`src/rtl/sinc3_pkg.sv`:
```
package sinc3_pkg;

  localparam int NSLOT = 3;

  typedef logic [1:0] slot_t;

  // Tap value of the triple boxcar convolution at index n for frame length m.
  function automatic int unsigned sinc3_tap(input int unsigned n, input int unsigned m);
    int unsigned cnt;
    cnt = 0;
    for (int unsigned a = 0; a < m; a++) begin
      for (int unsigned b = 0; b < m; b++) begin
        if ((n >= a + b) && (n - a - b < m)) cnt++;
      end
    end
    return cnt;
  endfunction

  // Age (frames already spent in the window) of accumulator slot i.
  function automatic slot_t slot_age(input int i, input slot_t rot);
    int s;
    s = i + int'(rot);
    if (s >= NSLOT) s = s - NSLOT;
    return slot_t'(s);
  endfunction

  // Slot whose window closes at the current frame end.
  function automatic slot_t oldest_slot(input slot_t rot);
    case (rot)
      2'd0:    return 2'd2;
      2'd1:    return 2'd1;
      default: return 2'd0;
    endcase
  endfunction

endpackage

```
`src/rtl/sinc3_phase_ctrl.sv`:
```
module sinc3_phase_ctrl #(
  parameter int LOG2M = 3
) (
  input  logic                   clk,
  input  logic                   rst,
  input  logic                   step,
  output logic [LOG2M-1:0]       phase,
  output sinc3_pkg::slot_t       rot,
  output logic                   frame_end,
  output logic                   primed
);
  logic [1:0] fill;

  assign frame_end = step && (phase == '1);
  assign primed    = (fill == 2'd2);

  always_ff @(posedge clk) begin
    if (rst) begin
      phase <= '0;
      rot   <= '0;
      fill  <= '0;
    end else if (step) begin
      phase <= phase + 1'b1;
      if (frame_end) begin
        rot <= (rot == 2'd2) ? 2'd0 : rot + 2'd1;
        if (fill != 2'd2) fill <= fill + 2'd1;
      end
    end
  end

  // no transfer, no movement of phase or rotation
  p_idle_hold_r6: assert property (@(posedge clk) disable iff (rst)
    !step |=> ($stable(phase) && $stable(rot)));

  // rotation walks only over the three slots
  p_rot_legal_r3: assert property (@(posedge clk) disable iff (rst)
    rot != 2'd3);

endmodule

```
`src/rtl/sinc3_coef_rom.sv`:
```
module sinc3_coef_rom #(
  parameter int LOG2M = 3,
  parameter int CW    = 2 * LOG2M + 1
) (
  input  logic [LOG2M-1:0]           phase,
  input  sinc3_pkg::slot_t           rot,
  output logic [2:0][CW-1:0]         coef
);
  localparam int M = 1 << LOG2M;

  logic [CW-1:0] tab [sinc3_pkg::NSLOT*M];

  for (genvar g = 0; g < sinc3_pkg::NSLOT; g++) begin : g_age
    for (genvar p = 0; p < M; p++) begin : g_ph
      localparam int unsigned TAP = sinc3_pkg::sinc3_tap(g * M + p, M);
      assign tab[g*M+p] = CW'(TAP);
    end
  end

  for (genvar i = 0; i < sinc3_pkg::NSLOT; i++) begin : g_sel
    sinc3_pkg::slot_t age;
    assign age     = sinc3_pkg::slot_age(i, rot);
    assign coef[i] = tab[int'(age) * M + int'(phase)];
  end

endmodule

```
`src/rtl/sinc3_acc_bank.sv`:
```
module sinc3_acc_bank #(
  parameter int LOG2M = 3,
  parameter int CW    = 2 * LOG2M + 1,
  parameter int AW    = 3 * LOG2M + 2
) (
  input  logic                     clk,
  input  logic                     rst,
  input  logic                     step,
  input  logic                     bit_in,
  input  logic                     frame_end,
  input  sinc3_pkg::slot_t         rot,
  input  logic [2:0][CW-1:0]       coef,
  output logic signed [AW-1:0]     close_sum
);
  localparam int M  = 1 << LOG2M;
  localparam int M3 = M * M * M;

  sinc3_pkg::slot_t oldest;
  logic signed [AW-1:0] acc [sinc3_pkg::NSLOT];
  logic signed [AW-1:0] nxt [sinc3_pkg::NSLOT];

  assign oldest = sinc3_pkg::oldest_slot(rot);

  for (genvar i = 0; i < sinc3_pkg::NSLOT; i++) begin : g_acc
    logic signed [AW-1:0] mag;
    assign mag    = $signed(AW'(coef[i]));
    assign nxt[i] = bit_in ? (acc[i] + mag) : (acc[i] - mag);

    always_ff @(posedge clk) begin
      if (rst)
        acc[i] <= '0;
      else if (step)
        acc[i] <= (frame_end && (oldest == 2'(i))) ? '0 : nxt[i];
    end

    // partial sums never leave the full-scale range
    p_acc_bound_r8: assert property (@(posedge clk) disable iff (rst)
      (acc[i] <= M3) && (acc[i] >= -M3));
  end

  assign close_sum = nxt[oldest];

endmodule

```
`src/rtl/sinc3_decim.sv`:
```
module sinc3_decim #(
  parameter int LOG2M = 3
) (
  input  logic                         clk,
  input  logic                         rst,
  input  logic                         in_valid,
  output logic                         in_ready,
  input  logic                         in_bit,
  output logic                         out_valid,
  input  logic                         out_ready,
  output logic signed [3*LOG2M+1:0]    out_data
);
  localparam int M  = 1 << LOG2M;
  localparam int OW = 3 * LOG2M + 2;
  localparam int CW = 2 * LOG2M + 1;
  localparam int M3 = M * M * M;

  logic                  step;
  logic [LOG2M-1:0]      phase;
  sinc3_pkg::slot_t      rot;
  logic                  frame_end;
  logic                  primed;
  logic [2:0][CW-1:0]    coef;
  logic signed [OW-1:0]  close_sum;

  assign in_ready = !out_valid || out_ready;
  assign step     = in_valid && in_ready;

  sinc3_phase_ctrl #(.LOG2M(LOG2M)) u_ctrl (
    .clk(clk), .rst(rst), .step(step), .phase(phase), .rot(rot),
    .frame_end(frame_end), .primed(primed)
  );

  sinc3_coef_rom #(.LOG2M(LOG2M), .CW(CW)) u_rom (
    .phase(phase), .rot(rot), .coef(coef)
  );

  sinc3_acc_bank #(.LOG2M(LOG2M), .CW(CW), .AW(OW)) u_bank (
    .clk(clk), .rst(rst), .step(step), .bit_in(in_bit),
    .frame_end(frame_end), .rot(rot), .coef(coef), .close_sum(close_sum)
  );

  always_ff @(posedge clk) begin
    if (rst) begin
      out_valid <= 1'b0;
      out_data  <= '0;
    end else if (frame_end && primed) begin
      out_valid <= 1'b1;
      out_data  <= close_sum;
    end else if (out_ready) begin
      out_valid <= 1'b0;
    end
  end

  // a held result keeps its value
  p_hold_data_r7: assert property (@(posedge clk) disable iff (rst)
    (out_valid && !out_ready) |=> (out_valid && $stable(out_data)));

  // no bit enters while the result is blocked
  p_blocked_r7: assert property (@(posedge clk) disable iff (rst)
    (out_valid && !out_ready) |=> $stable(phase));

  // a new result only follows a frame's closing bit
  p_emit_on_close_r3: assert property (@(posedge clk) disable iff (rst)
    $rose(out_valid) |-> $past(frame_end));

  // result within full scale
  p_range_r8: assert property (@(posedge clk) disable iff (rst)
    out_valid |-> ((out_data <= M3) && (out_data >= -M3)));

endmodule

```
`config.mk`:
```
export PLATFORM = sky130hd
export DESIGN_NAME = sinc3_decim
export DESIGN_NICKNAME = d
export VERILOG_FILES = /design/src/rtl/sinc3_pkg.sv /design/src/rtl/sinc3_phase_ctrl.sv /design/src/rtl/sinc3_coef_rom.sv /design/src/rtl/sinc3_acc_bank.sv /design/src/rtl/sinc3_decim.sv
export SDC_FILE = /design/constraint.sdc
export NUM_CORES = 1
export LEC_CHECK = 0
export BUFFER_PORTS_ARGS = -buffer_cell sky130_fd_sc_hd__buf_2
export CAP_MARGIN = 20
export CELL_PAD_IN_SITES_DETAIL_PLACEMENT = 1
export CELL_PAD_IN_SITES_GLOBAL_PLACEMENT = 1
export CORE_AREA = 2 2 106 108
export DETAILED_ROUTE_END_ITERATION = 8
export DIE_AREA = 0 0 108 110
export PLACE_DENSITY = 0.78
export SLEW_MARGIN = 20
export SYNTH_ARGS = -nofsm -noshare
export SYNTH_HDL_FRONTEND = slang
export SYNTH_SLANG_ARGS = --single-unit
```
`constraint.sdc`:
```
create_clock -name clk -period 5.73 [get_ports clk]
set_clock_uncertainty 0.2 [all_clocks]
set_input_delay 0.573 -clock clk [delete_from_list [all_inputs] [get_ports clk]]
set_output_delay 0.573 -clock clk [all_outputs]
set_load 0.005 [all_outputs]
```
==> results of run 1 <==
-- stage by stage --
| stage | area, um2 | instances | hold WS, ns | worst slack [ns] |
|---|---|---|---|---|
| 6_report | 4971 | 676 | 0.3090 | 0.6257 |
| 3_3_place_gp | 4877 | 668 | 0.2805 | 0.7798 |
| 2_1_floorplan | 4703 | 529 | 0.2817 | 1.514 |
| 4_1_cts | 4964 | 676 | 0.3150 | 0.5255 |
| 5_1_grt | 4971 | 676 | 0.3359 | 0.1036 |
| 3_5_place_dp | 4877 | 668 | 0.2940 | 0.5683 |
-- final timing paths --
path                                   start  depth (start not counted)                   endpoint  slack (ns)
hold / removal      out_data[8]$_SDFFE_PP0P_                          2   out_data[8]$_SDFFE_PP0P_        0.31
hold reg to reg     out_data[8]$_SDFFE_PP0P_                          2   out_data[8]$_SDFFE_PP0P_        0.31
setup reg to reg  u_ctrl.rot[1]$_SDFFE_PP0P_                         18  out_data[10]$_SDFFE_PP0P_        0.63
setup / recovery  u_ctrl.rot[1]$_SDFFE_PP0P_                         18  out_data[10]$_SDFFE_PP0P_        0.63
-- logic make-up after synthesis --
logic type,count (synthesis)
XOR/XNOR,45
adder cells (fa/ha/maj),49
AND/OR/NAND/NOR,183
flip-flops,52
multiplexers,17
buffers and inverters,51
AO/OA/AOI/OAI,132
-- sequential cells by signal, indices dropped and copies added (netlist names) --
signal	cells
u_bank.acc	33
out_data	11
u_ctrl.rot	2
out_valid	1
u_ctrl.phase	3
u_ctrl.fill	2
-- layout make-up --
cell class              instances  area, um2  share of cell area
multi-input cells             426       3113              0.6262
flip-flops and latches         52       1373              0.2761
well taps                     140      175.2             0.03524
repair buffers                 21      115.1             0.02316
inverters                      29      108.9             0.02190
clock buffers                   6      72.57             0.01460
clock inverters                 2      13.76            0.002769
-- report_power, final --
part	internal, mW	leakage (nW)	switching, mW
sequential	0.442	0.517	0.0190
combinational	0.224	1.42	0.336
clock	0.0876	0.0456	0.134
total	0.753	1.98	0.489
-- cells in the final DEF (no fill, tap or decap), types with 4 or more instances in the layout --
cell	n
nor2_1	75
ha_1	46
a21oi_1	41
edfxtp_1	33
nand2_1	31
inv_1	29
xnor2_1	26
o21ai_0	22
dfxtp_1	18
buf_2	17
xor2_1	16
nor3_1	13
nand3_1	13
nor2b_1	10
a31oi_1	8
and2_1	8
mux2i_1	8
nand2b_1	6
mux2_2	6
and3_1	5
a21o_1	5
clkbuf_8	5
o2111ai_1	4
a211oi_1	4
o211ai_1	4
o31ai_1	4
buf_4	4
-- cell usage after synthesis (all sizes together) (6+ instances only) --
| cell type | count | share of area |
|---|---|---|
| nor2 | 76 | 0.061 |
| ha | 46 | 0.12 |
| a21oi | 41 | 0.044 |
| edfxtp | 33 | 0.21 |
| nand2 | 32 | 0.026 |
| inv | 29 | 0.023 |
| xnor2 | 29 | 0.059 |
| o21ai | 25 | 0.027 |
| dfxtp | 19 | 0.081 |
| xor2 | 16 | 0.030 |
| nand3 | 14 | 0.016 |
| nor3 | 14 | 0.016 |
| buf | 13 | 0.018 |
| nor2b | 10 | 0.013 |
| clkbuf | 9 | 0.0072 |
| mux2i | 9 | 0.020 |
| a31oi | 8 | 0.011 |
| and2 | 8 | 0.011 |
| mux2 | 7 | 0.018 |
| nand2b | 7 | 0.0098 |
| and3 | 6 | 0.0082 |
-- what timing repair did --
item                       CTS  global route
setup endpoints to repair    0             2
buffers inserted             0             0
resized for setup            0             2
hold endpoints to repair     0             0
-- critical path: stages (launching register included) --
cell,delay (ns)
dfxtp_1,0.35
inv_1,0.13
ha_1,0.58
inv_1,0.29
and3_1,0.27
a221oi_4,0.30
nand2_1,0.12
nor4_1,0.36
nor2_1,0.11
xnor2_1,0.23
ha_1,0.29
nand3_1,0.08
o211ai_1,0.15
o41ai_1,0.48
o21ai_0,0.28
or3_1,0.35
mux2i_1,0.24
a2111oi_4,0.09
nor3_2,0.12
-- routing by layer --
| layer | track usage | wire, um | up-vias |
|---|---|---|---|
| li1 | - | - | 1919 |
| met1 | 0.3102 | 5978 | 1980 |
| met2 | 0.4205 | 6609 | 58 |
| met3 | 0.02881 | 401 | 17 |
| met4 | 0.06960 | 270 | 0 |
| met5 | 0 | 0 | - |
==> flow_metrics.tcl, run 1 <==
set metrics [dict create \
    endpoint_kind "flip-flop" \
    synth-main-ff-cell "edfxtp_1" \
    synthArstFlopShare 0 \
    finalWirelength_um 13260 \
    synthAdderAreaFrac 0.1351 \
    antenna_found_initial 0 \
    finalCriticalPeriod_ns 5.104 \
    start_util 0.4396 \
    drc 0 \
    worstMarginPinSlew_ns 0.8447 \
    timing.final.max_slew_violations 0 \
    die_area_um2 11880 \
    crit_path_start_kind "flip-flop" \
    vias 3974 \
    syn_inst 529 \
    finalPower_mw 1.242 \
    die_h_um 110 \
    path_max_fanout 17 \
    final.setup.tns_ns 0 \
    drtPass1Iterations 4 \
    syn_area_um2 4703 \
    yosys.area_share.simple 0.1873 \
    io_pins 18 \
    cts_root_buf "clkbuf_8" \
    nFillCells 1294 \
    numCtsBuffers 5 \
    synth_top_family_by_area "compound AO/OA/AOI/OAI gates" \
    dieWidth_um 108 \
    overflow 0 \
    htreeDepth 2 \
    clk_path_buf_depth 2 \
    muxShareOfSynthArea 0.04230 \
    ant_nets 0 \
    rows 38 \
    n_antenna_cell 0 \
    area_delta_synth_final_pct 5.693 \
    avgSynthCellArea_um2 8.891 \
    port_buffers 17 \
    hold_buffers 0 \
    synth_edf_count 33 \
    grt_pass1_wl_um 21830 \
    max_freq_ghz 0.1959 \
    dr.first_iter.drc_count 217 \
    power_density_nw_per_um2 249.9 \
    cp.required_ns 5.77 \
    cts_sinks 52 \
    synthDistinctLibCells 76 \
    drive_gt1_frac 0.1175 \
    arrival_ns 5.15 \
    grt_max_degree 28 \
    synth_compound_area_frac 0.2072 \
    p_leak_nw 1.983 \
    ys_seq_area_frac 0.2916 \
    clk_pin_slew_ns 0.11 \
    ys_ff_latch 52 \
    coreArea_um2 10700 \
    synth_xor_area_frac 0.08859 \
    dp_hpwl_um 10500 \
    worstSetupPathType "reg2reg" \
    status "completed" \
    gp_congestion 0.9102 \
    min_path_type "reg2reg" \
    syn_nets 583 \
    ir_worst_vdd_v 0.0001287 \
    timing.slew.headroom 0.4369 \
    grt_pass1_vias 4076 \
    hold_viol 0 \
    setup_viol 0 \
    wl_per_cell_um 19.62 \
    yosysWarnings 0 \
    rsz0062_at_grt "false" \
    clk_latency_ns 0.33 \
    period_share 0.8908 \
    tritoncts "done" \
    finalCoreUtilization 0.4647 \
    cap_violations 0 \
    fin_nets 589 \
    grt_usage 0.2393 \
    viasPerCell 5.879 \
]
Note: power is estimated with default switching activity, not from simulation.
==> run 2: changes to the inputs <==
Settings changed: CTS_BUF_LIST set to sky130_fd_sc_hd__clkbuf_8.
==> run 2 against run 1 <==
Compared with the run above:
- die area did not move
- sequential share of layout area did not move
- utilization did not move
- final cell count did not move
- largest cell class unchanged
- sequential power barely moved
- register-to-register slack barely moved
- critical path type unchanged
==> flow_metrics.tcl, run 2 (synthesis results as in run 1) <==
set metrics [dict create \
    viasPerCell 5.879 \
    area_delta_synth_final_pct 5.693 \
    seq_power_share 0.371 \
    power_density_nw_per_um2 249.7 \
    fin_nets 589 \
    tritoncts "done" \
    start_util 0.4396 \
    cap_violations 0 \
    path_max_fanout 17 \
    die_h_um 110 \
    final_cell_mix "75 x nor2_1, 46 x ha_1, 41 x a21oi_1, 33 x edfxtp_1, 31 x nand2_1" \
    status "completed" \
    design_area_um2 4971 \
    dieWidth_um 108 \
    worstSetupPathType "reg2reg" \
    placed_cell_area_um2 4877 \
    cp.required_ns 5.77 \
    antenna_found_initial 0 \
    finalCoreUtilization 0.4647 \
    port_buffers 17 \
    clk_latency_ns 0.33 \
    clk_pin_slew_ns 0.11 \
    wl_per_cell_um 19.62 \
    p_switching_uw 489.8 \
    rows 38 \
    worstMarginPinSlew_ns 0.8446 \
    multi_input_area_um2 3113 \
    grt_max_degree 28 \
    nFillCells 1294 \
    p_leak_nw 1.987 \
    overflow 0 \
    clk_path_buf_depth 2 \
    finalCriticalPeriod_ns 5.105 \
    cts_root_buf "clkbuf_8" \
    cts_setup_buffers 0 \
    arrival_ns 5.15 \
    intPower_uw 751.3 \
    p_clk_frac 0.178 \
    io_pins 18 \
    ant_nets 0 \
    dp_hpwl_um 10500 \
    numCtsBuffers 5 \
    hold_viol 0 \
    setup_viol 0 \
    dr.first_iter.drc_count 218 \
    grt_usage 0.2393 \
    htreeDepth 2 \
    max_freq_ghz 0.1959 \
    grt_pass1_vias 4076 \
    drive_gt1_frac 0.1175 \
    drtPass1Iterations 4 \
    period_share 0.8910 \
    timing.final.max_slew_violations 0 \
    grt_pass1_wl_um 21830 \
    rsz0062_at_grt "false" \
    finalWirelength_um 13260 \
    min_path_type "reg2reg" \
    cts_sinks 52 \
    register_area_um2 1373 \
    combPwrFrac 0.451 \
    timing.slew.headroom 0.4370 \
    n_antenna_cell 0 \
    vias 3974 \
    die_area_um2 11880 \
    swShare 0.3947 \
    coreArea_um2 10700 \
    gp_congestion 0.9102 \
    endpoint_kind "flip-flop" \
    largest-register "u_bank.acc" \
    top_regs "u_bank.acc x33, out_data x11, u_ctrl.phase x3" \
    final.setup.tns_ns 0 \
    final_common_cell "nor2_1" \
    drc 0 \
    crit_path_start_kind "flip-flop" \
    largest_reg_flops 33 \
    ir_worst_vdd_v 0.0001287 \
]
==> run 2: cell count changes in the layout (fill, tap and decap cells not counted) <==
cell      change
clkbuf_1      -1
inv_1         +1
==> run 2: worst paths after layout <==
| path | startpoint | endpoint | slack (ns) | cells past startpoint |
|---|---|---|---|---|
| hold reg to reg | out_data[8]$_SDFFE_PP0P_ | out_data[8]$_SDFFE_PP0P_ | 0.31 | 2 |
| setup reg to reg | u_ctrl.rot[1]$_SDFFE_PP0P_ | out_data[10]$_SDFFE_PP0P_ | 0.62 | 18 |
| hold / removal | out_data[8]$_SDFFE_PP0P_ | out_data[8]$_SDFFE_PP0P_ | 0.31 | 2 |
| setup / recovery | u_ctrl.rot[1]$_SDFFE_PP0P_ | out_data[10]$_SDFFE_PP0P_ | 0.62 | 18 |
==> run 2: metal layers <==
layer	track usage	vias to the layer above	share of wire	wire [um]
li1	-	1919	-	-
met1	0.3102	1980	0.45	5992
met2	0.4205	58	0.50	6596
met3	0.02881	17	0.030	401
met4	0.06960	0	0.020	270
met5	0	-	0	0
==> run 2: per-stage QoR <==
step | power (mW) | setup WS (ns) | hold WS, ns | std cells
after detailed placement | 1.022 | 0.5683 | 0.2940 | 668
after global routing | 1.327 | 0.1031 | 0.3359 | 676
after CTS | 1.241 | 0.5251 | 0.3150 | 676
after global placement | 1.000 | 0.7798 | 0.2805 | 668
final | 1.241 | 0.6246 | 0.3090 | 676
after floorplan | 0.8823 | 1.514 | 0.2817 | 529
==> run 2: what timing repair did <==
action,CTS,global route
resized for setup,0,2
hold buffers,0,0
setup endpoints to repair,0,2
==> run 2: cell type report <==
type / instances / area share
flip-flops and latches: 52 / 0.2761
multi-input cells: 426 / 0.6262
clock buffers: 5 / 0.01384
repair buffers: 21 / 0.02316
well taps: 140 / 0.03524
inverters: 29 / 0.02190
clock inverters: 3 / 0.003524
==> run 2: power groups by stage <==
stage               clock, mW  combinational, mW  sequential, mW
floorplan                   0              0.419           0.463
global placement            0              0.533           0.467
detailed placement          0              0.553           0.470
CTS                     0.223              0.557           0.461
global route            0.241              0.621           0.465
finish                  0.220              0.560           0.461
==> run 2: worst max-delay path: stages (launching register included) <==
cell,delay (ns)
dfxtp_1,0.35
inv_1,0.13
ha_1,0.58
inv_1,0.29
and3_1,0.27
a221oi_4,0.30
nand2_1,0.12
nor4_1,0.36
nor2_1,0.11
xnor2_1,0.23
ha_1,0.29
nand3_1,0.08
o211ai_1,0.15
o41ai_1,0.48
o21ai_0,0.28
or3_1,0.35
mux2i_1,0.24
a2111oi_4,0.09
nor3_2,0.12
==> run 3: changes to the inputs <==
Settings changed: CORE_AREA 2 2 106 108 to 2 2 100 102, DIE_AREA 0 0 108 110 to 0 0 102 104, PLACE_DENSITY 0.78 to 0.86, TNS_END_PERCENT set to 20.
==> run 3 against run 2 <==
Compared with the run above:
- utilization rose by 6.0 points
- highest routed layer unchanged
- flip-flop and latch count did not move
- sequential share of layout area fell by 0.21 points
- critical path depth is the same
- via count up 3.3%
- setup slack lost 0.11 ns
- hold slack better by 0.0016 ns
==> flow_metrics.tcl, run 3 (synthesis results as in run 1) <==
set metrics [dict create \
    fin_nets 589 \
    setup_viol 0 \
    crit_path_start_kind "flip-flop" \
    coreArea_um2 9549 \
    intPower_uw 842.8 \
    p_leak_nw 2.003 \
    crit_start "u_ctrl.rot[1]$_SDFFE_PP0P_" \
    seq_power_share 0.341 \
    ir_worst_vdd_v 0.0001594 \
    drive_gt1_frac 0.1194 \
    viasPerCell 6.135 \
    worstSetupPathType "reg2reg" \
    endpoint_kind "flip-flop" \
    cts_setup_buffers 0 \
    top_regs "u_bank.acc x33, out_data x11, u_ctrl.phase x3" \
    finalCriticalPeriod_ns 5.217 \
    final.setup.tns_ns 0 \
    grt_busiest_layer "met2" \
    multi_input_area_um2 3109 \
    hold_buffers 0 \
    clk_latency_ns 0.33 \
    hold_depth 2 \
    clk_path_buf_depth 2 \
    overflow 0 \
    r2r_slack_ns 0.51 \
    rr_worst_depth 18 \
    drc 0 \
    max_freq_ghz 0.1917 \
    rsz0062_at_grt "false" \
    area_delta_synth_final_pct 6.518 \
    ant_nets 0 \
    min_path_type "reg2reg" \
    htreeDepth 2 \
    hold_viol 0 \
    clk_pin_slew_ns 0.12 \
    dr.first_iter.drc_count 285 \
    grt_usage 0.2784 \
    n_antenna_cell 0 \
    status "completed" \
    finalPower_mw 1.354 \
    swShare 0.3777 \
    io_pins 18 \
    tritoncts "done" \
    power_density_nw_per_um2 270.3 \
    largest-register "u_bank.acc" \
    finalWirelength_um 13840 \
    final_common_cell "nor2_1" \
    grt_max_degree 28 \
    grt_use_met1 0.3539 \
    place_inst 661 \
    die_h_um 104 \
    arrival_ns 5.26 \
    met3_usage 0.04032 \
    register_area_um2 1373 \
    final_cell_mix "75 x nor2_1, 45 x ha_1, 41 x a21oi_1, 33 x edfxtp_1, 31 x nand2_1" \
    nFillCells 1171 \
    worstHoldEndpoint "out_data[1]$_SDFFE_PP0P_" \
    drtPass1Iterations 4 \
    cap_violations 0 \
    cts_sinks 52 \
    grt_pass1_wl_um 23030 \
    vias 4104 \
    numCtsBuffers 5 \
    rows 36 \
    wl_per_cell_um 20.68 \
    stdcell_count 669 \
    antenna_found_initial 0 \
    r2r_start "u_ctrl.rot[1]$_SDFFE_PP0P_" \
    timing.final.max_slew_violations 0 \
    path_max_fanout 17 \
    gp_congestion 0.8907 \
    met2_usage 0.4713 \
    timing.slew.headroom 0.4202 \
    cp.required_ns 5.78 \
    period_share 0.9105 \
    worstMarginPinSlew_ns 0.8697 \
    regToRegEndpoint "out_data[10]$_SDFFE_PP0P_" \
    port_buffers 17 \
    cts_root_buf "clkbuf_8" \
    grt_pass1_vias 4447 \
    dieWidth_um 102 \
    p_clk_frac 0.233 \
    start_util 0.4925 \
    cts-resized-gates 0 \
    largest_reg_flops 33 \
    hold_path_startpoint "out_data[1]$_SDFFE_PP0P_" \
    die_area_um2 10610 \
    dp_hpwl_um 10730 \
    combPwrFrac 0.426 \
    p_switching_uw 511.4 \
]
## run 3: power groups by stage
stage / clock [mW] / combinational, mW / sequential, mW
6_report: 0.316 / 0.576 / 0.462
5_1_grt: 0.329 / 0.632 / 0.466
4_1_cts: 0.317 / 0.570 / 0.462
3_5_place_dp: 0 / 0.563 / 0.470
3_3_place_gp: 0 / 0.530 / 0.467
2_1_floorplan: 0 / 0.419 / 0.463
## run 3: worst max-delay path, stage by stage (launching register included)
cell and delay, ns:
dfxtp_1 0.36, inv_1 0.13, ha_1 0.57, inv_1 0.27, and3_1 0.25, a221oi_4 0.30
nand2_1 0.15, nor4_1 0.39, nor2_1 0.10, xnor2_1 0.23, ha_1 0.30, nand3_1 0.08
o211ai_1 0.15, o41ai_1 0.50, o21ai_0 0.31, or3_1 0.39, mux2i_1 0.24, a2111oi_4 0.09
nor3_2 0.11
## run 3: area by class of cell
class	count	area share
clock inverter	3	0.01374
timing repair buffer	21	0.02298
clock buffer	5	0.01374
inverter	29	0.02173
tap	133	0.03322
sequential	52	0.2740
multi-input combinational	426	0.6206
## run 3: through the flow
stage                     area (um2)  utilization  hold slack (ns)  worst slack, ns
after floorplan                 4703            -           0.2817            1.514
after global placement          4868       0.5098           0.2827           0.8674
after detailed placement        4868       0.5098           0.2990           0.4795
after CTS                       5006       0.5242           0.3192           0.3987
after global routing            5010       0.5246           0.3540          0.06791
final                           5010       0.5246           0.3106           0.5128
## run 3: worst max-delay path by stage
stage	end	cells after the start
finish	out_data[10]$_SDFFE_PP0P_	18
global route	out_data[10]$_SDFFE_PP0P_	18
CTS	out_data[10]$_SDFFE_PP0P_	17
detailed placement	out_data[10]$_SDFFE_PP0P_	17
global placement	out_data[10]$_SDFFE_PP0P_	17
floorplan	out_data[10]$_SDFFE_PP0P_	17
## run 3: routing by layer
layer,wire [um],vias up
li1,-,1922
met5,0,-
met1,5789,2033
met2,6884,112
met3,636,37
met4,527,0
